### src/rtl/lai_pkg.sv
package lai_pkg;

  // Divide by 2^sh, discarding the remainder magnitude (toward zero).
  function automatic longint rtz_scale(longint a, int sh);
    if (a < 0) return -((-a) >>> sh);
    return a >>> sh;
  endfunction

  // Clip to the range of a w-bit two's-complement word.
  function automatic longint clip_to(longint v, int w);
    longint hi;
    longint lo;
    hi = (longint'(1) <<< (w - 1)) - 1;
    lo = -hi - 1;
    if (v > hi) return hi;
    if (v < lo) return lo;
    return v;
  endfunction

endpackage

### src/rtl/lai_x_line.sv
module lai_x_line #(
  parameter int DATA_W = 16,
  parameter int TAPS   = 4
) (
  input  logic                     clk,
  input  logic                     rst_n,
  input  logic                     in_valid,
  input  logic signed [DATA_W-1:0] in_data,
  output logic [TAPS*DATA_W-1:0]   x_taps
);

  // Tap k holds x[n-1-k] relative to the sample being presented.
  for (genvar k = 0; k < TAPS; k++) begin : g_tap
    always_ff @(posedge clk or negedge rst_n) begin
      if (!rst_n) begin
        x_taps[k*DATA_W +: DATA_W] <= '0;
      end else if (in_valid) begin
        if (k == 0) x_taps[k*DATA_W +: DATA_W] <= in_data;
        else        x_taps[k*DATA_W +: DATA_W] <= x_taps[(k-1)*DATA_W +: DATA_W];
      end
    end
  end

endmodule

### src/rtl/lai_mac_stage.sv
module lai_mac_stage #(
  parameter int DATA_W = 16,
  parameter int COEF_W = 16,
  parameter int TAPS   = 4,
  parameter int HIST   = 4,
  parameter int ACC_W  = 35,
  parameter logic signed [COEF_W-1:0] NUM0 = '0,
  parameter logic signed [COEF_W-1:0] NUM1 = '0,
  parameter logic signed [COEF_W-1:0] NUM2 = '0,
  parameter logic signed [COEF_W-1:0] NUM3 = '0,
  parameter logic signed [COEF_W-1:0] NUM4 = '0,
  parameter logic signed [COEF_W-1:0] DEN2 = '0,
  parameter logic signed [COEF_W-1:0] DEN4 = '0
) (
  input  logic                     clk,
  input  logic                     rst_n,
  input  logic                     in_valid,
  input  logic signed [DATA_W-1:0] in_data,
  input  logic [TAPS*DATA_W-1:0]   x_taps,
  input  logic [HIST*DATA_W-1:0]   y_hist,
  output logic                     s1_valid,
  output logic signed [ACC_W-1:0]  s1_acc
);

  localparam logic signed [COEF_W-1:0] NUM_C [TAPS] = '{NUM1, NUM2, NUM3, NUM4};

  logic signed [DATA_W-1:0] y_back2, y_back4;
  longint                   sum;
  logic                     all_quiet;

  // When the stage register still carries a sample, the newest stored
  // output is y[n-2]; otherwise it is y[n-1] and everything shifts by one.
  always_comb begin
    if (s1_valid) begin
      y_back2 = $signed(y_hist[0*DATA_W +: DATA_W]);
      y_back4 = $signed(y_hist[2*DATA_W +: DATA_W]);
    end else begin
      y_back2 = $signed(y_hist[1*DATA_W +: DATA_W]);
      y_back4 = $signed(y_hist[3*DATA_W +: DATA_W]);
    end
  end

  always_comb begin
    sum = longint'(in_data) * longint'(NUM0);
    for (int k = 0; k < TAPS; k++)
      sum += longint'($signed(x_taps[k*DATA_W +: DATA_W])) * longint'(NUM_C[k]);
    sum += longint'(y_back2) * longint'(DEN2);
    sum += longint'(y_back4) * longint'(DEN4);
  end

  assign all_quiet = (in_data == '0) && (x_taps == '0) &&
                     (y_back2 == '0) && (y_back4 == '0);

  always_ff @(posedge clk or negedge rst_n) begin
    if (!rst_n) begin
      s1_valid <= 1'b0;
      s1_acc   <= '0;
    end else begin
      s1_valid <= in_valid;
      if (in_valid) s1_acc <= ACC_W'(sum);
    end
  end

  // silent input on silent state yields a zero accumulator
  assert_quiet_zero_R7: assert property (@(posedge clk) disable iff (!rst_n)
    (in_valid && all_quiet) |=> (s1_acc == '0));

endmodule

### src/rtl/lai_quant_stage.sv
module lai_quant_stage #(
  parameter int DATA_W = 16,
  parameter int FRAC_W = 14,
  parameter int HIST   = 4,
  parameter int ACC_W  = 35
) (
  input  logic                     clk,
  input  logic                     rst_n,
  input  logic                     s1_valid,
  input  logic signed [ACC_W-1:0]  s1_acc,
  output logic                     out_valid,
  output logic signed [DATA_W-1:0] out_data,
  output logic [HIST*DATA_W-1:0]   y_hist
);

  localparam longint MAXV = (longint'(1) <<< (DATA_W - 1)) - 1;
  localparam longint MINV = -MAXV - 1;

  longint                   q_wide;
  logic signed [DATA_W-1:0] y_next;
  logic                     clip_hi, clip_lo;

  assign q_wide  = lai_pkg::rtz_scale(longint'(s1_acc), FRAC_W);
  assign y_next  = DATA_W'(lai_pkg::clip_to(q_wide, DATA_W));
  assign clip_hi = q_wide > MAXV;
  assign clip_lo = q_wide < MINV;

  always_ff @(posedge clk or negedge rst_n) begin
    if (!rst_n) begin
      out_valid <= 1'b0;
      y_hist    <= '0;
    end else begin
      out_valid <= s1_valid;
      if (s1_valid) y_hist <= {y_hist[(HIST-1)*DATA_W-1:0], y_next};
    end
  end

  assign out_data = $signed(y_hist[DATA_W-1:0]);

  // overflow above full scale pins the output at the top
  assert_clip_hi_R3: assert property (@(posedge clk) disable iff (!rst_n)
    (s1_valid && clip_hi) |=> (longint'(out_data) == MAXV));
  // overflow below full scale pins the output at the bottom
  assert_clip_lo_R3: assert property (@(posedge clk) disable iff (!rst_n)
    (s1_valid && clip_lo) |=> (longint'(out_data) == MINV));
  // truncation toward zero never flips the sign of the sum
  assert_rtz_sign_R4: assert property (@(posedge clk) disable iff (!rst_n)
    s1_valid |=> ((out_data == '0) || (out_data[DATA_W-1] == $past(s1_acc[ACC_W-1]))));
  // the state is frozen when no sample moves through
  assert_state_hold_R8: assert property (@(posedge clk) disable iff (!rst_n)
    !s1_valid |=> $stable(y_hist));

endmodule

### src/rtl/lookahead_iir.sv
module lookahead_iir #(
  parameter int DATA_W = 16,
  parameter int COEF_W = 16,
  parameter int FRAC_W = 14,
  parameter logic signed [COEF_W-1:0] NUM0 = 16'sd1229,
  parameter logic signed [COEF_W-1:0] NUM1 = 16'sd3932,
  parameter logic signed [COEF_W-1:0] NUM2 = 16'sd4792,
  parameter logic signed [COEF_W-1:0] NUM3 = 16'sd2703,
  parameter logic signed [COEF_W-1:0] NUM4 = 16'sd614,
  parameter logic signed [COEF_W-1:0] DEN2 = 16'sd7209,
  parameter logic signed [COEF_W-1:0] DEN4 = -16'sd4096
) (
  input  logic                     clk,
  input  logic                     rst_n,
  input  logic                     in_valid,
  input  logic signed [DATA_W-1:0] in_data,
  output logic                     out_valid,
  output logic signed [DATA_W-1:0] out_data
);

  localparam int TAPS  = 4;
  localparam int HIST  = 4;
  localparam int ACC_W = DATA_W + COEF_W + 3;

  logic [TAPS*DATA_W-1:0]  x_taps;
  logic [HIST*DATA_W-1:0]  y_hist;
  logic                    s1_valid;
  logic signed [ACC_W-1:0] s1_acc;

  lai_x_line #(.DATA_W(DATA_W), .TAPS(TAPS)) u_x_line (
    .clk(clk), .rst_n(rst_n), .in_valid(in_valid), .in_data(in_data),
    .x_taps(x_taps)
  );

  lai_mac_stage #(
    .DATA_W(DATA_W), .COEF_W(COEF_W), .TAPS(TAPS), .HIST(HIST), .ACC_W(ACC_W),
    .NUM0(NUM0), .NUM1(NUM1), .NUM2(NUM2), .NUM3(NUM3), .NUM4(NUM4),
    .DEN2(DEN2), .DEN4(DEN4)
  ) u_mac (
    .clk(clk), .rst_n(rst_n), .in_valid(in_valid), .in_data(in_data),
    .x_taps(x_taps), .y_hist(y_hist), .s1_valid(s1_valid), .s1_acc(s1_acc)
  );

  lai_quant_stage #(
    .DATA_W(DATA_W), .FRAC_W(FRAC_W), .HIST(HIST), .ACC_W(ACC_W)
  ) u_quant (
    .clk(clk), .rst_n(rst_n), .s1_valid(s1_valid), .s1_acc(s1_acc),
    .out_valid(out_valid), .out_data(out_data), .y_hist(y_hist)
  );

  // every output pulse traces back to an input two edges earlier
  assert_latency_R2: assert property (@(posedge clk) disable iff (!rst_n)
    out_valid |-> $past(in_valid, 2));

endmodule

### config.mk
export PLATFORM = sky130hd
export DESIGN_NAME = lookahead_iir
export DESIGN_NICKNAME = d
export VERILOG_FILES = /design/src/rtl/lai_pkg.sv /design/src/rtl/lai_x_line.sv /design/src/rtl/lai_mac_stage.sv /design/src/rtl/lai_quant_stage.sv /design/src/rtl/lookahead_iir.sv
export SDC_FILE = /design/constraint.sdc
export NUM_CORES = 2
export LEC_CHECK = 0
export ABC_CLOCK_PERIOD_IN_PS = 24000
export CAP_MARGIN = 20
export CORE_UTILIZATION = 40
export CTS_CLUSTER_DIAMETER = 40
export DETAILED_ROUTE_END_ITERATION = 6
export DONT_BUFFER_PORTS = 1
export SLEW_MARGIN = 25
export SYNTH_ARGS = -nofsm -noshare
export SYNTH_HDL_FRONTEND = slang
export SYNTH_SLANG_ARGS = --single-unit
export TNS_END_PERCENT = 20
### constraint.sdc
create_clock -name clk -period 24 [get_ports clk]
set_input_delay 4.8 -clock clk [delete_from_list [all_inputs] [get_ports clk]]
set_output_delay 4.8 -clock clk [all_outputs]
set_load 0.05 [all_outputs]
* Word-level counts from Yosys, hierarchy flattened *
Index checks and enable logic that the tools add are counted.

storage, ports and cells
  bits in registers = 165
  input bits = 19
  output and inout bits = 17
  word-level logic and storage cells = 38

cells by class
  add/subtract/negate cells = 9
  $mul = 6
  magnitude comparators = 3
  mux-type cells = 12

operator list
  cell                      number
  $add A35 B35 Y35          6
  $mux W64                  2
  $mux W16                  5
  $gt A64 B16 Y1 const B    1
  $lt A64 B16 Y1 const B    1
  $neg A35 Y64              1
  $neg A50 Y64              1
  $mul A16 B11 Y27 const B  2
  $lt A35 B1 Y1 const B     1
  $mul A16 B14 Y30 const B  1
  $mul A16 B13 Y29 const B  1
  $mul A16 B12 Y28 const B  1
  $mul A16 B10 Y26 const B  1
  $neg A16 Y23              1
  $mux W15                  1
  $mux W1                   4

* Logic depth before layout (Yosys ltp) *
  depth after elaboration = 9
  mapped depth = 45
  gate-level depth less buffers = 40

* Cells and area by module *
A second synthesis with hierarchy kept.

second synthesis, totals
  cell total of the unflattened synthesis = 3394
  area total of the unflattened synthesis = 35480.3 um^2

modules (own cells, without submodules)
  module           times used  cells each  area an instance (um^2)  seq. area each (um^2)
  lai_mac_stage    1           2957        29290.6                  900.9
  lai_quant_stage  1           302         3510.9                   1626.6
  lai_x_line       1           135         2678.8                   1601.5

* Worst setup path after synthesis *
OpenSTA, ideal clock, no wires.

  kind = input to register
  start = input port in_data[5]
  end = register u_mac.s1_acc[33]
  setup time = 120 ps
  arrival = 12843 ps
  required time = 23880 ps
  setup slack = 11037 ps
  stages on the path = 33
  path buffers = 0
  cell sequence = ha_1 -> ha_1 -> inv_1 -> fa_1 -> inv_1 -> fa_1 -> fa_1 -> ha_1 -> a21o_1 -> a21oi_1 -> nor3b_1 -> a211oi_1 -> o31ai_1 -> o21ai_0 -> nor2_1 -> xor2_1 -> fa_1 -> inv_1 -> fa_1 -> fa_1 -> inv_1 -> fa_1 -> inv_1 -> ha_1 -> a21oi_1 -> nand2_1 -> nor3_1 -> inv_1 -> a311oi_1 -> o31ai_1 -> o31a_1 -> or3_1 -> a31o_1

on the way
  longest elaborated chain between the ends = 7

ends and longest elaborated chain
  element                         line                 source
  start: declaration              lookahead_iir.sv:16  input logic signed [DATA_W-1:0] in_data,
  $mul A16 B12 Y28                lai_mac_stage.sv:44  sum = longint'(in_data) * longint'(NUM0);
  $add A35 B35 Y35 (4 in series)  lai_mac_stage.sv:46  sum += longint'($signed(x_taps[k*DATA_W +: DATA_W])) * longint'(NUM_C[k]);
  $add A35 B35 Y35                lai_mac_stage.sv:47  sum += longint'(y_back2) * longint'(DEN2);
  $add A35 B35 Y35                lai_mac_stage.sv:48  sum += longint'(y_back4) * longint'(DEN4);
  end signal: assignment          lai_mac_stage.sv:60  if (in_valid) s1_acc <= ACC_W'(sum);
  end: declaration                lai_mac_stage.sv:22  output logic signed [ACC_W-1:0] s1_acc

No other way between the ends.
A chain may end at the register's enable or synchronous reset.

* Final worst setup path *
Same ends and word-level chain as after synthesis.

==> impl_metrics.yaml <==
grt:
  grt_overflow_total: 0
  first_global_vias: 22580
  grt_pass1_wl_mm: 124.0
  grt_max_degree: 166
  grt_antenna_before_repair: 0
  track_usage: 0.1879
synth:
  synth_ff_type: "dfrtp_1"
  async_flop_share: 1.000
  ys_top_cells_by_count: "inv_1, ha_1, fa_1"
  synth.top_cell.area_share: 0.3068
  yosysTopAreaCell: "fa_1"
  synth.most_common_cell: "inv_1"
  synth_edf_count: 0
  synth-seq-cells: 165
  syn_nets: 4536
  ys_types: 90
  yosysWarningCount: 0
  ys_top_cells_by_area: "fa_1, ha_1, dfrtp_1"
  netlist_instances: 3428
  syn_area_um2: 33740
  yosysSeqAreaShare: 0.1224
  syn_avg_cell_area_um2: 9.842
worst_hold_path:
  min_to: "u_quant.y_hist[45]"
  hold_path_class: "reg2reg"
  hold_start: "u_quant.y_hist[29]"
  hold-path-cell-count: 1
critical_path:
  worstPathRequired_ps: 24400
  cp_slowest_cell: "o31ai_1"
  cp_max_fo: 7
  critPathCaptureType: "flop"
  r2r_start: "u_mac.s1_valid"
  worstSetupPathType: "in2reg"
  reg2regPathDepth: 37
  cp-start-kind: "input port"
  r2r-end: "u_mac.s1_acc[33]"
  cpPeakStageDelay_ps: 580
  cpMostUsedCell: "fa_1"
  r2r_setup_slack_ps: 12320
  arrival_ps: 13920
placed_design:
  gp_congestion: 0.8638
  portBuffers: 0
  dp_hpwl_mm: 64.70
  dp_cells: 4463
sta:
  rsz0062_at_grt: "false"
  fin_skew_ps: 16.89
  fin_crit_ps: 13520
  max_slew_margin: 0.3595
  max_freq_mhz: 73.98
  fin_crit_sh: 0.5632
  final.setup.tns_ps: 0
  tightest_slew_ps: 934.0
  final-hold-violation-count: 0
  slew_viol_final: 0
  setup-violations-final: 0
routing:
  wl_per_cell_um: 16.95
  drt_iter0_markers: 1234
  drc: 0
  final_antenna_net_count: 0
  drt_pass1_iterations: 5
  vias: 22340
  drt-total-wl_mm: 76.17
  viasPerCell: 4.970
die:
  die_area_um2: 85520
  rows: 106
  core-area_um2: 83560
  die_w_um: 292.4
  num_io_pins: 36
  initial_core_util: 0.4038
  die_h_um: 292.4
finish:
  drive_gt1_frac: 0.05417
  fillerInstances: 8127
  fin_cells: 4495
  antennaDiodeCount: 0
  syn_to_final_growth_pct: 4.832
  nNetsFinal: 4510
clock_network:
  path_clk_slew_ps: 80
  post_cts_buffers: 0
  htreeDepth: 4
  clk_latency_ps: 510
  cts.root.buffer_cell: "clkbuf_16"
  cts_tree: "yes"
  clock_path_buffers: 2
  cts_buffers: 17
  ctsResizeCount: 0
  cts.sinks: 165
  ctsHoldBuffers: 0
job:
  maxCapViolCount: 0
run_status:
  status: "finished clean"
==> worst max-delay path by stage <==
stage / from / endpoint / slack, ps / depth (start not counted)
global placement: in_data[5] / u_mac.s1_acc[33] / 10030 / 33
CTS: in_data[5] / u_mac.s1_acc[33] / 10380 / 33
global route: in_data[5] / u_mac.s1_acc[33] / 9870 / 33
detailed placement: in_data[5] / u_mac.s1_acc[33] / 9870 / 33
finish: in_data[5] / u_mac.s1_acc[33] / 10480 / 33
floorplan: in_data[5] / u_mac.s1_acc[33] / 11040 / 33
==> metrics by stage <==
| step | instance area, um^2 | utilization | setup WS, ps | hold slack [ps] |
|---|---|---|---|---|
| floorplan | 33740 | - | 11040 | 351.9 |
| global placement | 34810 | 0.4167 | 10030 | 483.7 |
| detailed placement | 34810 | 0.4167 | 9866 | 489.1 |
| CTS | 35370 | 0.4233 | 10380 | 506.3 |
| global route | 35370 | 0.4233 | 9872 | 520.0 |
| finish | 35370 | 0.4233 | 10480 | 503.9 |
==> state kept, by name, summed over array words and instances (netlist names) <==
name,cells
u_mac.s1_acc,35
u_x_line.x_taps,64
u_mac.s1_valid,1
u_quant.y_hist,64
u_quant.out_valid,1
==> cell families after synthesis <==
kind of cell / Yosys count / share of synthesized area
AOI/OAI and AO/OA: 457 / 0.08778
adders and majority gates: 1089 / 0.5189
xor gates and xnor gates: 223 / 0.05789
DFF: 165 / 0.1224
muxes: 119 / 0.03860
buffers and inverters: 926 / 0.1070
and+or+nand+nor: 449 / 0.06746
==> worst max-delay path: cells and delay by family <==
family,cells,cell delay (ps)
fa+ha+maj,11,4670
compound gates,10,2670
simple gates,5,1200
buf+inv,6,390
xor+xnor,1,180
==> final cells by class <==
cell class                      count  area, um^2  area share
Multi-Input combinational cell   2337       26000      0.7351
Tap cell                         1080        1351     0.03820
Clock inverter                     14       116.4    0.003290
Inverter                          874        3281     0.09275
Sequential cell                   165        4130      0.1168
Clock buffer                       18       439.2     0.01242
Timing Repair Buffer                7       52.55    0.001486
==> cells in the final DEF (no fill, tap or decap), types with 4 or more instances in the layout <==
cell type and instances:
nand4_1 12, nor2_1 116, a211oi_2 10, nand3b_1 5, nand2b_1 18, dfrtp_1 164, and2_1 10, inv_6 5
a21o_1 41, o21a_1 25, inv_1 873, or3_1 18, o21bai_1 20, a21oi_1 125, a41o_1 5, mux2_2 89
fa_1 517, a31oi_1 16, xnor2_1 123, or2_2 17, nor4_1 9, ha_1 572, and3_1 12, xor2_1 100
clkbuf_16 17, nand3_1 36, nor2b_1 19, nor3_1 41, nand2_1 107, o31ai_1 18, o31a_1 4, a211o_1 6
a211oi_1 24, mux2i_1 30, nor4_2 5, o211ai_1 5, o21ai_1 10, buf_4 7, o21ai_0 110
==> layer usage <==
metal  share of wire  vias to the layer above  track usage
li1                -                    10860            -
met5               0                        -            0
met4           0.020                        0      0.04853
met3           0.021                       53      0.01882
met2            0.48                      237       0.3117
met1            0.48                    11190       0.2617
Power is not shown: default switching activity piles up to over one toggle a cycle in this logic, so the estimate is an artifact.
